File: src/rtl/bank_map_pkg.sv
package bank_map_pkg;

  typedef logic [3:0][7:0]  prg_regs_t;
  typedef logic [7:0][15:0] chr_nums_t;
  typedef logic [3:0][7:0]  cfg_regs_t;

  typedef struct packed {
    logic       hit;
    logic [8:0] bank8k;
  } prg_sel_t;

  // Program 8 KB bank selection for CPU window win = addr[15:13].
  function automatic prg_sel_t prg_select(input logic [7:0] cfg0,
                                          input prg_regs_t regs,
                                          input logic [2:0] win);
    prg_sel_t   r;
    logic [1:0] slot;
    slot     = win[1:0];
    r.hit    = 1'b0;
    r.bank8k = '0;
    if (!win[2]) begin
      if (win == 3'b011 && cfg0[1:0] == 2'd2 && !cfg0[2] && cfg0[7]) begin
        r.hit    = 1'b1;
        r.bank8k = {1'b0, regs[3]};
      end
    end else begin
      r.hit = 1'b1;
      unique case (cfg0[1:0])
        2'd1: r.bank8k = slot[1] ? {regs[2], slot[0]} : {regs[0], slot[0]};
        2'd2: begin
          if (!cfg0[2] && slot == 2'd3) r.bank8k = '1;
          else                          r.bank8k = {1'b0, regs[slot]};
        end
        default: r.bank8k = {1'b0, regs[slot]};
      endcase
    end
    return r;
  endfunction

  // Pattern bank number in 1 KB units for segment seg = vid[12:10].
  function automatic logic [18:0] chr_select(input logic [1:0] size_code,
                                             input chr_nums_t nums,
                                             input logic [2:0] seg);
    logic [18:0] b;
    unique case (size_code)
      2'd0: b = {nums[0], seg};
      2'd1: b = {1'b0, nums[{seg[2], 2'b00}], seg[1:0]};
      2'd2: b = {2'b0, nums[{seg[2:1], 1'b0}], seg[0]};
      default: b = {3'b0, nums[seg]};
    endcase
    return b;
  endfunction

endpackage

File: src/rtl/bank_map_regs.sv
module bank_map_regs
  import bank_map_pkg::*;
(
  input  logic        clk,
  input  logic        rst_n,
  input  logic        cpu_wr,
  input  logic [15:0] cpu_addr,
  input  logic [7:0]  cpu_wdata,
  output prg_regs_t   prg_q,
  output chr_nums_t   chr_q,
  output cfg_regs_t   cfg_q
);
  localparam int NPRG = 4;
  localparam int NCHR = 8;
  localparam int NCFG = 4;
  localparam logic [7:0] RST_VAL = 8'hFF;

  logic [15:0] dec_addr;
  logic        prg_grp, lo_grp, hi_grp, cfg_grp;
  logic [7:0]  lo_q [NCHR];
  logic [7:0]  hi_q [NCHR];

  assign dec_addr = cpu_addr & 16'hF007;
  assign prg_grp  = cpu_wr && dec_addr[15:12] == 4'h8 && !dec_addr[2];
  assign lo_grp   = cpu_wr && dec_addr[15:12] == 4'h9;
  assign hi_grp   = cpu_wr && dec_addr[15:12] == 4'hA;
  assign cfg_grp  = cpu_wr && cpu_addr[15:12] == 4'hD;

  for (genvar i = 0; i < NPRG; i++) begin : g_prg
    always_ff @(posedge clk or negedge rst_n) begin
      if (!rst_n)                                   prg_q[i] <= RST_VAL;
      else if (prg_grp && dec_addr[1:0] == 2'(i))   prg_q[i] <= cpu_wdata;
    end
  end

  for (genvar i = 0; i < NCHR; i++) begin : g_chr
    always_ff @(posedge clk or negedge rst_n) begin
      if (!rst_n) begin
        lo_q[i] <= RST_VAL;
        hi_q[i] <= RST_VAL;
      end else begin
        if (lo_grp && dec_addr[2:0] == 3'(i)) lo_q[i] <= cpu_wdata;
        if (hi_grp && dec_addr[2:0] == 3'(i)) hi_q[i] <= cpu_wdata;
      end
    end
    assign chr_q[i] = {hi_q[i], lo_q[i]};
  end

  for (genvar i = 0; i < NCFG; i++) begin : g_cfg
    always_ff @(posedge clk or negedge rst_n) begin
      if (!rst_n)                                   cfg_q[i] <= RST_VAL;
      else if (cfg_grp && cpu_addr[1:0] == 2'(i))   cfg_q[i] <= cpu_wdata;
    end
  end

endmodule

File: src/rtl/bank_map_prg.sv
module bank_map_prg
  import bank_map_pkg::*;
#(
  parameter int PRG_BANK_W = 8,
  localparam int PRG_AW    = 13 + PRG_BANK_W
) (
  input  logic [7:0]        cfg0,
  input  prg_regs_t         regs,
  input  logic [15:0]       cpu_addr,
  output logic              prg_valid,
  output logic [PRG_AW-1:0] prg_addr
);
  prg_sel_t sel;

  assign sel       = prg_select(cfg0, regs, cpu_addr[15:13]);
  assign prg_valid = sel.hit;
  assign prg_addr  = PRG_AW'({sel.bank8k, cpu_addr[12:0]});

endmodule

File: src/rtl/bank_map_chr.sv
module bank_map_chr
  import bank_map_pkg::*;
#(
  parameter int CHR_BANK_W = 10,
  localparam int CHR_AW    = 10 + CHR_BANK_W
) (
  input  logic [1:0]        size_code,
  input  chr_nums_t         nums,
  input  logic [12:0]       vid_addr,
  output logic [CHR_AW-1:0] chr_addr
);
  logic [18:0] bank1k;

  assign bank1k   = chr_select(size_code, nums, vid_addr[12:10]);
  assign chr_addr = CHR_AW'({bank1k, vid_addr[9:0]});

endmodule

File: src/rtl/prg_chr_bank_map.sv
module prg_chr_bank_map
  import bank_map_pkg::*;
#(
  parameter int PRG_BANK_W = 8,
  parameter int CHR_BANK_W = 10,
  localparam int PRG_AW    = 13 + PRG_BANK_W,
  localparam int CHR_AW    = 10 + CHR_BANK_W
) (
  input  logic              clk,
  input  logic              rst_n,
  input  logic              cpu_wr,
  input  logic [15:0]       cpu_addr,
  input  logic [7:0]        cpu_wdata,
  input  logic [12:0]       vid_addr,
  output logic              prg_valid,
  output logic [PRG_AW-1:0] prg_addr,
  output logic [CHR_AW-1:0] chr_addr,
  output logic [31:0]       cfg_q
);
  prg_regs_t prg_q;
  chr_nums_t chr_q;
  cfg_regs_t cfg_r;
  logic [7:0] cfg0;

  bank_map_regs u_regs (
    .clk      (clk),
    .rst_n    (rst_n),
    .cpu_wr   (cpu_wr),
    .cpu_addr (cpu_addr),
    .cpu_wdata(cpu_wdata),
    .prg_q    (prg_q),
    .chr_q    (chr_q),
    .cfg_q    (cfg_r)
  );

  assign cfg0  = cfg_r[0];
  assign cfg_q = cfg_r;

  bank_map_prg #(.PRG_BANK_W(PRG_BANK_W)) u_prg (
    .cfg0     (cfg0),
    .regs     (prg_q),
    .cpu_addr (cpu_addr),
    .prg_valid(prg_valid),
    .prg_addr (prg_addr)
  );

  bank_map_chr #(.CHR_BANK_W(CHR_BANK_W)) u_chr (
    .size_code(cfg0[4:3]),
    .nums     (chr_q),
    .vid_addr (vid_addr),
    .chr_addr (chr_addr)
  );

endmodule

File: config.mk
export PLATFORM = sky130hd
export DESIGN_NAME = prg_chr_bank_map
export DESIGN_NICKNAME = d
export VERILOG_FILES = /design/src/rtl/bank_map_pkg.sv /design/src/rtl/bank_map_regs.sv /design/src/rtl/bank_map_prg.sv /design/src/rtl/bank_map_chr.sv /design/src/rtl/prg_chr_bank_map.sv
export SDC_FILE = /design/constraint.sdc
export NUM_CORES = 1
export LEC_CHECK = 0
export ABC_AREA = 1
export ABC_CLOCK_PERIOD_IN_PS = 1730
export CAP_MARGIN = 20
export CORE_AREA = 2 2 153 155
export CTS_BUF_LIST = sky130_fd_sc_hd__clkbuf_2
export DETAILED_ROUTE_END_ITERATION = 8
export DIE_AREA = 0 0 155 157
export GPL_TIMING_DRIVEN = 0
export PLACE_DENSITY = 0.68
export SKIP_CTS_REPAIR_TIMING = 1
export SYNTH_ARGS = -nofsm -noshare
export SYNTH_HDL_FRONTEND = slang
export SYNTH_HIERARCHICAL = 1
export SYNTH_SLANG_ARGS = --single-unit
File: constraint.sdc
create_clock -name clk -period 1.73 [get_ports clk]
set_input_delay 0.346 -clock clk [delete_from_list [all_inputs] [get_ports clk]]
set_output_delay 0.346 -clock clk [all_outputs]
set_load 0.02 [all_outputs]
==> results_dict.tcl, run 1 <==
set metrics [dict create \
    status "finished with violations" \
    violations "setup timing" \
    avgViaCountPerCell 5.03 \
    final.setup_skew_ns 0 \
    antenna_left 0 \
    grt_overflow 0 \
    crit_arrival_ns 2.31 \
    hold_violations 0 \
    synth_nets 1258 \
    timing.fmax_ghz 0.376 \
    yosys_warnings 6 \
    dieArea_mm2 0.0243 \
    die_y_um 157 \
    drive_above_1_share 0.303 \
    period_share 1.54 \
    leakage_nw 5.23 \
    setup_tns_ns -18.24 \
    worstPathRequired_ns 1.38 \
    crit_family "flip-flops" \
    ioPinCount 114 \
    cpMostUsedCell "buf_4" \
    core-area_mm2 0.0225 \
    crit_type "reg2out" \
    grt_pass1_wl_um 43200 \
    first_iter_violations 727 \
    worst_slew_pin_slew_ns 0.817 \
    cts_tree "yes" \
    syn_inst 1216 \
    cts_sinks 144 \
    worst_path_largest_cell_delay_ns 0.62 \
    min_to "u_regs/chr_q[120]$_DFFE_PN1P_" \
    start_kind "register" \
    start_util 0.381 \
    totalPowerFinal_mw 8.37 \
    antenna_found_initial 0 \
    layout_setup_ws_ns -0.930 \
    grt_max_degree 95 \
    reg2reg_slack_ns 0.87 \
    first_pass_iters 6 \
    clock-root-buffer "clkbuf_2" \
    min_period_ns 2.66 \
    htreeDepth 4 \
    insertion_delay_ns 0.72 \
    hold_ws_ns 0.0848 \
    cp_max_fo 5 \
    place_ws_ns -1.14 \
    clock_path_buffers 2 \
    portBuffers 92 \
    gp_congestion 0.954 \
    grt_pass1_vias 7749 \
    peakVddDrop_mv 0.476 \
    avgSynthCellArea_um2 7.05 \
    clk_pin_slew_ns 0.21 \
    wl_per_cell_um 16.9 \
    num_antenna_cells 0 \
    slew_viol_final 0 \
    hold_start "cpu_addr[1]" \
    dpl.hpwl_um 19900 \
    layout.cells.non_filler 1659 \
    nNetsFinal 1403 \
    grt_usage 0.229 \
    syn_to_final_growth_pct 24.2 \
    worstHoldPathCells 5 \
    setup_viol 51 \
    end_kind "output port" \
    cts-buffers-inserted 17 \
    netlist_area_mm2 0.00857 \
    hp-class "in2reg" \
    path_buf_inv 3 \
    drc 0 \
    std_cell_rows 55 \
    rsz0062_at_grt "true" \
    dp_cells 1594 \
    cp_slowest_cell "dfstp_2" \
    vias 8352 \
    cap_violations 0 \
    die_w_um 155 \
    r2r-end "u_regs/cfg_q[4]$_DFFE_PN1P_" \
    crit_chain "ha_4, nand4_4, nor2_4, buf_4, buf_4, nand2_1, nand2_2, buf_6" \
    r2r_cells 2 \
    routed_wl_um 28000 \
    p_per_area_mw_per_mm2 787 \
    r2r-start "u_regs/cfg_q[4]$_DFFE_PN1P_" \
    max_slew_margin 0.456 \
]
==> power by group <==
part | leakage [nW] | switching (mW) | internal [mW]
combinational | 3.60 | 1.33 | 0.908
sequential | 1.49 | 0.240 | 3.92
clock | 0.131 | 1.33 | 0.647
total | 5.23 | 2.90 | 5.47
==> per-layer routing <==
| metal | vias to the layer above | global-route usage | routed length, um | share of wire |
|---|---|---|---|---|
| met5 | - | 0 | 0 | 0 |
| met4 | 0 | 0.0564 | 464 | 0.017 |
| met3 | 31 | 0.0407 | 1710 | 0.061 |
| met2 | 301 | 0.372 | 13200 | 0.47 |
| met1 | 3971 | 0.317 | 12600 | 0.45 |
| li1 | 4049 | - | - | - |
==> stage by stage <==
| stage | util | cell area [um2] |
|---|---|---|
| finish | 0.473 | 10600 |
| global route | 0.473 | 10600 |
| CTS | 0.452 | 10200 |
| detailed placement | 0.441 | 9930 |
| global placement | 0.440 | 9910 |
| floorplan | - | 8630 |
==> layout make-up <==
| class | instances | area [um2] |
|---|---|---|
| plain buffers | 97 | 621 |
| clock buffers | 17 | 85.1 |
| clock inverters | 15 | 144 |
| fillers | 2310 | 11900 |
| inverters | 86 | 334 |
| multi-input cells | 889 | 4020 |
| flip-flops and latches | 144 | 3780 |
| well taps | 285 | 357 |
| repair buffers | 126 | 1300 |
==> state kept, by name, indices dropped and copies added (netlist names) <==
signal,cells
u_regs/prg_q,32
u_regs/cfg_q,32
u_regs/chr_q,80
==> cells in the final DEF (no fill, tap or decap), types with 4 or more instances in the layout <==
cell	n
a21oi_2	6
a21oi_1	7
nand3_1	217
inv_1	69
nand2_1	570
buf_2	31
clkinv_2	4
dlygate4sd3_1	4
buf_4	57
dfstp_2	144
clkinvlp_4	5
clkdlybuf4s50_1	37
clkbuf_1	18
nor2_1	18
nand2_2	30
nand3_2	5
buf_6	66
clkinv_1	4
inv_2	12
o21ai_0	6
clkbuf_2	22
nor2_4	12
==> how the worst max path moves through the flow <==
stage               cells after the start                         from                           end
global route                            8  u_regs/cfg_q[0]$_DFFE_PN1P_                  prg_addr[14]
detailed placement                      9                 cpu_addr[14]                  prg_addr[20]
global placement                        1                        rst_n  u_regs/prg_q[30]$_DFFE_PN1P_
finish                                  8  u_regs/cfg_q[1]$_DFFE_PN1P_                  prg_addr[18]
floorplan                               8  u_regs/cfg_q[0]$_DFFE_PN1P_                  prg_addr[13]
CTS                                     6  u_regs/cfg_q[1]$_DFFE_PN1P_                  prg_addr[20]
==> worst min-delay path: cells and delay by family <==
| kind | cells | cell delay [ns] |
|---|---|---|
| and+or+nand+nor | 4 | 0.36 |
| buffers and inverters | 1 | 0.14 |
Note: power is estimated with default switching activity, not from simulation.
==> inputs of run 2 (changes only) <==
CAP_MARGIN = 10   (was 20)
==> results of run 2 <==
The final DEF is identical to that of run 1; final timing and power are the same.
